===== config.mk =====
export PLATFORM = sky130hd
export DESIGN_NAME = gpio_xp_regbank
export DESIGN_NICKNAME = d
export VERILOG_FILES = /design/src/rtl/gpio_xp_pkg.sv /design/src/rtl/gpio_xp_rstsync.sv /design/src/rtl/gpio_xp_sync.sv /design/src/rtl/gpio_xp_port.sv /design/src/rtl/gpio_xp_rdmux.sv /design/src/rtl/gpio_xp_regbank.sv
export SDC_FILE = /design/constraint.sdc
export NUM_CORES = 1
export LEC_CHECK = 0
export ABC_AREA = 1
export BUFFER_PORTS_ARGS = -buffer_cell sky130_fd_sc_hd__clkbuf_2
export CORE_ASPECT_RATIO = 0.9
export CORE_UTILIZATION = 50
export DETAILED_ROUTE_END_ITERATION = 12
export GPL_TIMING_DRIVEN = 0
export PLACE_DENSITY = 0.75
export SLEW_MARGIN = 20
export SYNTH_ARGS = -nofsm -noshare
export SYNTH_HDL_FRONTEND = slang
export SYNTH_HIERARCHICAL = 1
export SYNTH_SLANG_ARGS = --single-unit

===== constraint.sdc =====
create_clock -name clk -period 3 [get_ports clk]
set_clock_uncertainty 0.1 [all_clocks]
set_input_delay 0.6 -clock clk [delete_from_list [all_inputs] [get_ports clk]]
set_output_delay 0.6 -clock clk [all_outputs]
set_load 0.02 [all_outputs]

===== src/rtl/gpio_xp_pkg.sv =====
package gpio_xp_pkg;

  // Register groups; each group holds one register per port, consecutively.
  localparam int unsigned GRP_IN   = 0;
  localparam int unsigned GRP_OUT  = 1;
  localparam int unsigned GRP_INV  = 2;
  localparam int unsigned GRP_CFG  = 3;
  localparam int unsigned NUM_GRPS = 4;

  typedef struct packed {
    logic wr_out;
    logic wr_inv;
    logic wr_cfg;
  } port_wr_t;

  function automatic int unsigned cmd_index(input int unsigned grp,
                                            input int unsigned port,
                                            input int unsigned nports);
    return grp * nports + port;
  endfunction

endpackage


===== src/rtl/gpio_xp_rstsync.sv =====
module gpio_xp_rstsync #(
  parameter int unsigned STAGES = 2
) (
  input  logic clk,
  input  logic rst_n,
  output logic rst_core_n
);

  logic [STAGES-1:0] chain_q;
  logic [STAGES-1:0] chain_d;

  always_comb begin
    chain_d = {chain_q[STAGES-2:0], 1'b1};
  end

  always_ff @(posedge clk or negedge rst_n) begin
    if (!rst_n) begin
      chain_q <= '0;
    end else begin
      chain_q <= chain_d;
    end
  end

  assign rst_core_n = chain_q[STAGES-1];

endmodule


===== src/rtl/gpio_xp_sync.sv =====
module gpio_xp_sync #(
  parameter int unsigned W      = 8,
  parameter int unsigned STAGES = 2
) (
  input  logic         clk,
  input  logic         rst_n,
  input  logic [W-1:0] d_async,
  output logic [W-1:0] q_sync
);

  logic [STAGES-1:0][W-1:0] stage_q;
  logic [STAGES-1:0][W-1:0] stage_d;

  always_comb begin
    stage_d[0] = d_async;
    for (int s = 1; s < STAGES; s++) begin
      stage_d[s] = stage_q[s-1];
    end
  end

  always_ff @(posedge clk or negedge rst_n) begin
    if (!rst_n) begin
      stage_q <= '0;
    end else begin
      stage_q <= stage_d;
    end
  end

  assign q_sync = stage_q[STAGES-1];

endmodule


===== src/rtl/gpio_xp_port.sv =====
module gpio_xp_port
  import gpio_xp_pkg::*;
#(
  parameter int unsigned W = 8
) (
  input  logic         clk,
  input  logic         rst_n,
  input  port_wr_t     wr,
  input  logic [W-1:0] wdata,
  input  logic [W-1:0] pin_sync,
  output logic [W-1:0] out_q,
  output logic [W-1:0] inv_q,
  output logic [W-1:0] cfg_q,
  output logic [W-1:0] in_val,
  output logic [W-1:0] pad_oe,
  output logic [W-1:0] pad_out
);

  logic [W-1:0] out_d;
  logic [W-1:0] inv_d;
  logic [W-1:0] cfg_d;
  logic [W-1:0] oe_q;
  logic [W-1:0] oe_d;

  // Next-state with explicit clock enables per register.
  always_comb begin
    out_d = out_q;
    inv_d = inv_q;
    cfg_d = cfg_q;
    if (wr.wr_out) out_d = wdata;
    if (wr.wr_inv) inv_d = wdata;
    if (wr.wr_cfg) cfg_d = wdata;
    // Enable is the registered complement of the direction bit.
    oe_d = ~cfg_q;
  end

  always_ff @(posedge clk or negedge rst_n) begin
    if (!rst_n) begin
      out_q <= '1;
      inv_q <= '0;
      cfg_q <= '1;
      oe_q  <= '0;
    end else begin
      out_q <= out_d;
      inv_q <= inv_d;
      cfg_q <= cfg_d;
      oe_q  <= oe_d;
    end
  end

  assign in_val  = pin_sync ^ inv_q;
  assign pad_oe  = oe_q;
  assign pad_out = out_q;

endmodule


===== src/rtl/gpio_xp_rdmux.sv =====
module gpio_xp_rdmux
  import gpio_xp_pkg::*;
#(
  parameter int unsigned W         = 8,
  parameter int unsigned NUM_PORTS = 2,
  parameter int unsigned ADDR_W    = 8
) (
  input  logic [ADDR_W-1:0]      addr,
  input  logic [NUM_PORTS*W-1:0] in_all,
  input  logic [NUM_PORTS*W-1:0] out_all,
  input  logic [NUM_PORTS*W-1:0] inv_all,
  input  logic [NUM_PORTS*W-1:0] cfg_all,
  output logic [W-1:0]           rdata
);

  // Unmatched indices fall through to zero.
  always_comb begin
    rdata = '0;
    for (int unsigned p = 0; p < NUM_PORTS; p++) begin
      if (addr == ADDR_W'(cmd_index(GRP_IN, p, NUM_PORTS)))  rdata = in_all[p*W +: W];
      if (addr == ADDR_W'(cmd_index(GRP_OUT, p, NUM_PORTS))) rdata = out_all[p*W +: W];
      if (addr == ADDR_W'(cmd_index(GRP_INV, p, NUM_PORTS))) rdata = inv_all[p*W +: W];
      if (addr == ADDR_W'(cmd_index(GRP_CFG, p, NUM_PORTS))) rdata = cfg_all[p*W +: W];
    end
  end

endmodule


===== src/rtl/gpio_xp_regbank.sv =====
module gpio_xp_regbank
  import gpio_xp_pkg::*;
#(
  parameter int unsigned PORT_W    = 8,
  parameter int unsigned NUM_PORTS = 2,
  parameter int unsigned ADDR_W    = 8,
  parameter int unsigned SYNC_LEN  = 2
) (
  input  logic                          clk,
  input  logic                          rst_n,
  input  logic [ADDR_W-1:0]             bus_addr,
  input  logic [PORT_W-1:0]             bus_wdata,
  input  logic                          bus_we,
  output logic [PORT_W-1:0]             bus_rdata,
  input  logic [NUM_PORTS*PORT_W-1:0]   pin_in,
  output logic [NUM_PORTS*PORT_W-1:0]   pin_oe,
  output logic [NUM_PORTS*PORT_W-1:0]   pin_out
);

  localparam int unsigned PINS = NUM_PORTS * PORT_W;

  logic            rst_core_n;
  logic [PINS-1:0] pin_sync;
  logic [PINS-1:0] in_all;
  logic [PINS-1:0] out_all;
  logic [PINS-1:0] inv_all;
  logic [PINS-1:0] cfg_all;

  gpio_xp_rstsync #(
    .STAGES (2)
  ) u_rstsync (
    .clk        (clk),
    .rst_n      (rst_n),
    .rst_core_n (rst_core_n)
  );

  gpio_xp_sync #(
    .W      (PINS),
    .STAGES (SYNC_LEN)
  ) u_sync (
    .clk     (clk),
    .rst_n   (rst_core_n),
    .d_async (pin_in),
    .q_sync  (pin_sync)
  );

  for (genvar p = 0; p < NUM_PORTS; p++) begin : g_port
    port_wr_t wr;

    // Input-group indices have no write enable: they are read-only.
    always_comb begin
      wr.wr_out = bus_we && (bus_addr == ADDR_W'(cmd_index(GRP_OUT, p, NUM_PORTS)));
      wr.wr_inv = bus_we && (bus_addr == ADDR_W'(cmd_index(GRP_INV, p, NUM_PORTS)));
      wr.wr_cfg = bus_we && (bus_addr == ADDR_W'(cmd_index(GRP_CFG, p, NUM_PORTS)));
    end

    gpio_xp_port #(
      .W (PORT_W)
    ) u_port (
      .clk      (clk),
      .rst_n    (rst_core_n),
      .wr       (wr),
      .wdata    (bus_wdata),
      .pin_sync (pin_sync[p*PORT_W +: PORT_W]),
      .out_q    (out_all[p*PORT_W +: PORT_W]),
      .inv_q    (inv_all[p*PORT_W +: PORT_W]),
      .cfg_q    (cfg_all[p*PORT_W +: PORT_W]),
      .in_val   (in_all[p*PORT_W +: PORT_W]),
      .pad_oe   (pin_oe[p*PORT_W +: PORT_W]),
      .pad_out  (pin_out[p*PORT_W +: PORT_W])
    );
  end

  gpio_xp_rdmux #(
    .W         (PORT_W),
    .NUM_PORTS (NUM_PORTS),
    .ADDR_W    (ADDR_W)
  ) u_rdmux (
    .addr    (bus_addr),
    .in_all  (in_all),
    .out_all (out_all),
    .inv_all (inv_all),
    .cfg_all (cfg_all),
    .rdata   (bus_rdata)
  );

endmodule


==> results.toml, run 1 <==
[clock_network]
clk_pin_slew_ns = 0.09
cts_buffers = 9
cts.path.max_buffers = 2
clk_latency_ns = 0.36
cts_root_buf = "clkbuf_8"
cts_sinks = 98
h-tree-depth = 3
cts_tree = "done"

[sta]
relSlewSlack_pct = 58.2
setup-violations-final = 0
whs_ns = 0.156
grt_setup_unrepaired = "no"
clock.fmax_mhz = 365
hold_viol = 0
tightest_slew_ns = 0.624
finalWorstSetupSlack_ns = 0.262
final.setup.tns_ns = 0
period_share_pct = 91.3
final_max_slew_viol_count = 0
final.min_clock_period_ns = 2.74

[synth]
avgSynthCellArea_um2 = 8.30
synth-adder-area-share_pct = 0
yosysWarnings = 6
synth_area_leaders = "dfrtp_1 37%, nand2_1 21%, dfstp_2 19%"
yosysTopAreaCell = "dfrtp_1"
synth-simple-area-share_pct = 30.3
syn_inst = 533
post_synth_xor_area_fraction_pct = 0
synth_compound_area_share_pct = 2.04
synth_edf_count = 0
ys_types = 24
synth_top_area_share_pct = 37.3
yosysSeqAreaShare_pct = 56.3
synthFlopType = "dfrtp_1"
synthTopCellsByCount = "247 x nand2_1, 69 x inv_1, 66 x dfrtp_1"
synth_top_family_by_area = "simple AND/OR/NAND/NOR gates"
syn_area_um2 = 4420
synthMuxAreaShare_pct = 0
async_flop_share_pct = 100
synth-seq-cells = 98
synth_nets = 568
synth_most_common_cell = "nand2_1"

[setup_path]
worstSetupEndpointType = "output port"
critPathKind = "input pin to output port"
worstPathMaxFanout = 8
cp.arrival_ns = 2.04
cp.required_ns = 2.30
startpoint_type = "input pin"

[job]
maxCapViolations = 0

[place]
dpl_worst_slack_ns = 0.317
routabilityCongestion = 0.886
io_buffers = 74
dp_hpwl_um = 7200

[detailed_routing]
routed_via_density = 4.77
vias = 3552
routed_wl_um = 9700
dr.pass1.iters = 5
drtAntennaViolNets = 0
avgRoutedWirePerCell_um = 13.0
drt_iter0_drc = 184
drc = 0

[finish]
seqCellArea_um2 = 2500
multi_input_area_um2 = 1430
n_fill_cell = 778
final_core_util_pct = 60.6
syn2layout_area_growth_pct = 17.3
drive_above_1_share_pct = 28.1
diodes = 0
nNetsFinal = 656

[grt]
grt_pass1_vias = 3473
grt_pass1_wl_um = 16200
grt_start_max_net_pins = 37
grt.overflow.total = 0
grtUsageTotal_pct = 23.5
antenna_found_initial = 0

[floorplanning]
die_w_um = 101
dieArea_um2 = 9230
rows = 32
core-area_um2 = 8570
die_y_um = 91.2
pin_count = 75
start_util_pct = 51.6

[power_and_ir_drop]
leakage_uw = 0.00265
ir_worst_vdd_mv = 0.347
power.density_nw_per_um2 = 480

[worst_hold_path]
min_path_type = "flop to async pin"

[outcome]
run_status = "finished clean"
## critical path, stage by stage
cell and delay [ns]:
clkbuf_2 0.10, inv_1 0.10, nand2_1 0.16, nor3_2 0.58, nand2_1 0.16, nand4_1 0.15, clkbuf_2 0.18
## final cells by class
| class | count | area share, % |
|---|---|---|
| multi-input cells | 333 | 27.6 |
| clock buffers | 10 | 2.65 |
| plain buffers | 24 | 3.98 |
| well taps | 119 | 2.87 |
| inverters | 78 | 5.64 |
| flip-flops and latches | 98 | 48.1 |
| repair buffers | 77 | 8.10 |
| clock inverters | 6 | 1.08 |
## final timing paths
check,from,end,slack (ns),cells past startpoint
hold reg to reg,u_rstsync/chain_q[1]$_DFF_PN0_,u_sync/stage_d[30]$_DFF_PN0_,0.16,0
max in group asynchronous,u_rstsync/chain_q[1]$_DFF_PN0_,g_port[1].u_port/cfg_q[3]$_DFFE_PN1P_,2.06,1
min in group clk,pin_in[5],u_sync/stage_d[21]$_DFF_PN0_,0.23,1
setup reg to reg,u_rstsync/chain_q[1]$_DFF_PN0_,g_port[1].u_port/cfg_q[3]$_DFFE_PN1P_,2.06,1
setup / recovery,bus_addr[3],bus_rdata[7],0.26,7
hold / removal,u_rstsync/chain_q[1]$_DFF_PN0_,u_sync/stage_d[30]$_DFF_PN0_,0.16,0
## logic make-up (layout without fill, tap and decap cells)
group	count (synthesis)	count (layout)
AO/OA/AOI/OAI	14	14
buffers and inverters	102	195
flip-flops	98	98
other	1	1
AND/OR/NAND/NOR	318	318
## per-layer routing
layer  GRT usage, %  routed length, um  vias to the layer above  part of all wire [%]
met5              0                  0                        -                     0
li1               -                  -                     1753                     -
met3           5.85                575                       25                   5.9
met4           11.0                323                        0                   3.3
met2           36.5               4510                      125                    47
met1           30.7               4290                     1649                    44
## power breakdown
part           leakage (uW)  internal (uW)  switching [uW]
clock             0.0000969            342             483
combinational       0.00146           80.3             138
sequential          0.00109           1400            48.2
total               0.00265           1820             668
## stage by stage
step	instance area, um2	power (uW)	instances
after floorplan	4420	1590	533
after global placement	4940	1680	726
after detailed placement	4990	1690	728
after CTS	5190	2530	745
after global routing	5190	2610	745
final	5190	2490	745
## timing repair
action | CTS | global route
endpoints found under the hold margin | 2 | 0
setup buffers | 0 | 0
resized for setup | 0 | 0
hold buffers | 1 | 0
## registers in the layout (all words and copies together), names as in the netlist
register	count
u_sync/q_sync	16
g_port.u_port/out_q	16
u_sync/stage_d	16
g_port.u_port/cfg_q	16
u_rstsync/chain_q	2
g_port.u_port/inv_q	16
g_port.u_port/pad_oe	16
## layout by cell type (no fill, tap or decap)
master and count:
nand2_1 247, clkbuf_2 74, inv_1 69, dfrtp_1 65, dfstp_2 32, nand3_1 24
nor2_1 22, buf_4 16, clkbuf_8 11, inv_2 9, buf_6 6, nor2_2 6
o21ai_0 6, nor3_2 5, nand4_1 5, o211ai_1 4, o21bai_1 4, nand2_2 3
clkinv_4 2, inv_8 2, buf_12 2, or2_0 2, nand3_2 1, inv_6 1
clkinvlp_4 1, dlygate4sd3_1 1, nand2_4 1, buf_2 1, nor3_4 1, nor4_4 1
conb_1 1, dfrtp_4 1
(Power assumes the default switching activity.)
==> run 2, diff against run 1 <==
- SETUP_SLACK_MARGIN: not set -> 0.4
==> results.toml, run 2 (synthesized netlist as in run 1, its figures left out) <==
[detailed_routing]
routed-wl-met2_um = 5010
routed.top_layer = "met4"
dr.pass1.iters = 5
drtAntennaViolNets = 0
routed_via_density = 4.88
avgRoutedWirePerCell_um = 13.8
met1_length_um = 4250
routed_wl_um = 10300
drt_iter0_drc = 197
drc = 0
dr_wl_met3_um = 773
vias = 3673

[floorplanning]
rows = 32
dieArea_um2 = 9230
start_util_pct = 51.6
pin_count = 75
core-area_um2 = 8570
die_y_um = 91.2
die_w_um = 101

[clock_network]
cts.path.max_buffers = 2
clk_latency_ns = 0.37
cts_root_buf = "clkbuf_8"
h-tree-depth = 3
cts_tree = "done"
cts_sinks = 98
cts_buffers = 9
clk_pin_slew_ns = 0.10

[place]
io_buffers = 74
routabilityCongestion = 0.886
dp_hpwl_um = 7270
dpl-instance-area_um2 = 4970
place_inst = 727

[finish]
final_cell_mix = "241 x nand2_1, 69 x clkbuf_2, 67 x inv_1, 65 x dfrtp_1, 32 x dfstp_2"
layout_commonest_cell = "nand2_1"
final_cell_count_no_fill = 752
nNetsFinal = 663
diodes = 0
syn2layout_area_growth_pct = 22.9
n_fill_cell = 761
fin_area_um2 = 5440
drive_above_1_share_pct = 31.4

[grt]
grt_pass1_vias = 3443
grt_start_max_net_pins = 50
grt_pass1_wl_um = 16400
antenna_found_initial = 0
grt.overflow.total = 0
grtUsageTotal_pct = 23.9

[sta]
period_share_pct = 85.9
hold_viol = 0
grt_setup_unrepaired = "yes"
final_max_slew_viol_count = 0
final.setup.tns_ns = 0
tightest_slew_ns = 0.627
clock.fmax_mhz = 388
relSlewSlack_pct = 58.2
whs_ns = 0.228
setup-violations-final = 0
final.min_clock_period_ns = 2.58

[power_and_ir_drop]
combPwrFrac_pct = 9.3
p_switching_uw = 697
ir_worst_vdd_mv = 0.268
p_clk_share_pct = 33.5
power_frac_seq_pct = 57.3
leakage_uw = 0.00276
power.density_nw_per_um2 = 467
switching_share_pct = 27.4
p_int_uw = 1840

[worst_hold_path]
min_path_type = "input pin to flop"
holdPathStages = 1

[outcome]
run_status = "finished clean"

[setup_path]
worstPathMaxFanout = 5
cp_cell_sequence = "clkbuf_2, nor2_4, nand2_4, buf_12, nor3_4, inv_2, or2_0, nand2_1, nand3_2, buf_6"
crit_slowest_cell = "or2_0"
critPathKind = "input pin to output port"
startpoint_type = "input pin"
cp.required_ns = 2.30
critPathMaxStageDelay_ns = 0.21
r2r_cells = 1
cp.arrival_ns = 1.88
worstSetupEndpointType = "output port"

[job]
maxCapViolations = 0
run 2: path summary, 6_finish.rpt:
kind                                                start                                    end  slack (ns)
min in group asynchronous  u_rstsync/chain_q[1]$_DFF_PN0_  g_port[0].u_port/inv_q[4]$_DFFE_PN0P_        0.26
hold reg to reg            u_rstsync/chain_q[1]$_DFF_PN0_  g_port[0].u_port/inv_q[4]$_DFFE_PN0P_        0.26
max in group asynchronous  u_rstsync/chain_q[1]$_DFF_PN0_  g_port[0].u_port/cfg_q[2]$_DFFE_PN1P_        1.82
hold / removal                                 pin_in[10]           u_sync/stage_d[26]$_DFF_PN0_        0.23
setup / recovery                              bus_addr[7]                           bus_rdata[3]        0.42
setup reg to reg           u_rstsync/chain_q[1]$_DFF_PN0_  g_port[0].u_port/cfg_q[2]$_DFFE_PN1P_        1.82
run 2: layout make-up:
| class | count | area, um2 | share of cell area (%) |
|---|---|---|---|
| inverters | 78 | 298 | 5.48 |
| plain buffers | 24 | 214 | 3.93 |
| repair buffers | 84 | 547 | 10.1 |
| flip-flops and latches | 98 | 2500 | 45.9 |
| well taps | 119 | 149 | 2.74 |
| multi-input cells | 333 | 1530 | 28.2 |
| clock buffers | 10 | 138 | 2.53 |
| clock inverters | 6 | 66.3 | 1.22 |
run 2: stage by stage:
stage | util, % | power [uW] | setup WS (ns)
final | 63.5 | 2540 | 0.423
after global routing | 63.5 | 2650 | 0.367
after CTS | 61.9 | 2560 | 0.370
after detailed placement | 58.1 | 1690 | 0.273
after global placement | 57.7 | 1680 | 0.330
after floorplan | - | 1590 | 0.752
run 2: what timing repair did:
action,CTS,global route
pin swaps,5,13
endpoints found under the hold margin,2,0
resized for setup,15,35
hold buffers,1,0
setup endpoints to repair,8,8
buffers inserted,6,2
run 2: power groups by stage:
stage	sequential [uW]	clock, uW	combinational (uW)
final	1460	850	235
after global routing	1470	922	259
after CTS	1460	881	223
after detailed placement	1480	0	211
after global placement	1490	0	188
after floorplan	1480	0	106
run 2: critical path: cells and delay by family:
family                 cells  cell delay [ns]
and+or+nand+nor            6             0.79
buffers and inverters      4             0.47
run 2: layer usage:
metal / GRT usage (%) / up-vias
li1: - / 1765
met1: 30.4 / 1721
met2: 39.5 / 155
met3: 5.70 / 32
met4: 8.94 / 0
met5: 0 / -
==> run 3, diff against run 2 <==
- RECOVER_POWER: not set -> 100
==> results.toml, run 3 (synthesized netlist as in run 1, its figures left out) <==
[sta]
setup-violations-final = 0
whs_ns = 0.227
tightest_slew_ns = 1.94
final.setup.tns_ns = 0
grt_setup_unrepaired = "yes"
period_share_pct = 87.5
final.min_clock_period_ns = 2.62
relSlewSlack_pct = -29.5
hold_viol = 0
clock.fmax_mhz = 381
final_max_slew_viol_count = 48

[setup_path]
rrSetupSlack_ns = 0.96
worstPathMaxFanout = 10
cp.required_ns = 2.30
critPathKind = "input pin to output port"
r2r_cells = 0
rr_endpoint = "g_port[0].u_port/inv_q[3]$_DFFE_PN0P_"
worstSetupEndpointType = "output port"
cp.arrival_ns = 1.92
r2r_start = "u_rstsync/chain_q[1]$_DFF_PN0_"
crit_path_start = "bus_addr[5]"
startpoint_type = "input pin"

[detailed_routing]
routed_wl_um = 10400
drc = 0
avgRoutedWirePerCell_um = 13.8
drtAntennaViolNets = 0
dr.pass1.iters = 4
routed_via_density = 4.84
drt_iter0_drc = 200
vias = 3642

[worst_hold_path]
holdPathStages = 1
min_path_type = "input pin to flop"
worstHoldEndpoint = "u_sync/stage_d[26]$_DFF_PN0_"
hold_start = "pin_in[10]"

[grt]
antenna_found_initial = 0
met1_usage_pct = 30.4
grt_pass1_vias = 3443
grt_start_max_net_pins = 50
grt_busiest_layer = "met2"
grtUsageTotal_pct = 23.9
grt.overflow.total = 0
grt.met3_usage_pct = 5.70
met2_usage_pct = 39.5
grt_pass1_wl_um = 16400

[finish]
nNetsFinal = 663
diodes = 0
syn2layout_area_growth_pct = 20.4
final_core_util_pct = 62.2
final_cell_count_no_fill = 752
final_cell_mix = "242 x nand2_1, 73 x inv_1, 66 x dfrtp_1, 40 x clkbuf_2, 35 x clkbuf_1"
seqCellArea_um2 = 2490
layout_commonest_cell = "nand2_1"
n_fill_cell = 777
multi_input_area_um2 = 1510
drive_above_1_share_pct = 20.1

[power_and_ir_drop]
combPwrFrac_pct = 9.1
power_frac_seq_pct = 57.4
ir_worst_vdd_mv = 0.267
p_switching_uw = 692
switching_share_pct = 27.4
leakage_uw = 0.00265
p_int_uw = 1830
p_clk_share_pct = 33.5
power.density_nw_per_um2 = 473

[place]
io_buffers = 74
dp_hpwl_um = 7270
place_inst = 727
routabilityCongestion = 0.886

[clock_network]
cts_tree = "done"
cts_sinks = 98
cts_buffers = 9
clk_latency_ns = 0.37
clk_pin_slew_ns = 0.10
h-tree-depth = 3
cts_root_buf = "clkbuf_8"
cts.path.max_buffers = 2

[floorplanning]
start_util_pct = 51.6
core-area_um2 = 8570
die_y_um = 91.2
rows = 32
dieArea_um2 = 9230
pin_count = 75
die_w_um = 101

[outcome]
run_status = "finished with violations"
violations = "capacitance limit, slew limit"

[job]
maxCapViolations = 1
[run 3: final cells by class]
type	count	share of cell area, %
Inverter	78	5.59
Clock buffer	10	2.58
Timing Repair Buffer	84	9.58
Sequential cell	98	46.8
Multi-Input combinational cell	333	28.3
Buffer	24	3.17
Tap cell	119	2.79
Clock inverter	6	1.24
[run 3: per-stage QoR]
step | area, um2 | worst slack, ns | power, uW
final | 5330 | 0.375 | 2520
after detailed placement | 4970 | 0.273 | 1690
after global routing | 5330 | 0.264 | 2630
after global placement | 4940 | 0.330 | 1680
after CTS | 5310 | 0.370 | 2560
after floorplan | 4430 | 0.752 | 1590
[run 3: how the worst max path moves through the flow]
stage / end / slack (ns) / cells after the start
finish: bus_rdata[5] / 0.38 / 12
global route: bus_rdata[5] / 0.26 / 12
CTS: bus_rdata[3] / 0.37 / 12
detailed placement: bus_rdata[3] / 0.27 / 12
global placement: bus_rdata[7] / 0.33 / 9
floorplan: bus_rdata[5] / 0.75 / 9
[run 3: power by group through the flow]
stage               Clock (uW)  Combinational (uW)  Sequential [uW]
finish                     846                 230             1450
global route               921                 252             1460
CTS                        881                 223             1460
detailed placement           0                 211             1480
global placement             0                 188             1490
floorplan                    0                 106             1480
[run 3: per-layer routing]
metal	wire length, um	vias up	share of wire, %
met5	0	-	0
met4	289	0	2.8
met3	737	28	7.1
met2	5000	155	48
met1	4340	1698	42
li1	-	1761	-
[run 3: timing repair]
action / CTS / global route
setup buffers: 6 / 2
hold buffers: 1 / 0
endpoints found under the setup margin: 8 / 8
pin swaps: 5 / 13
gates resized for setup: 15 / 35
hold endpoints to repair: 2 / 0
[run 3: worst max-delay path, cell delays in order]
cell and delay [ns]:
clkbuf_1 0.17, nor2_4 0.07, nand2_4 0.14, inv_4 0.07
buf_6 0.15, nand3_1 0.07, nand2_1 0.05, nor2_1 0.17
nand3_1 0.11, nand2_1 0.10, nand3_2 0.09, buf_8 0.14
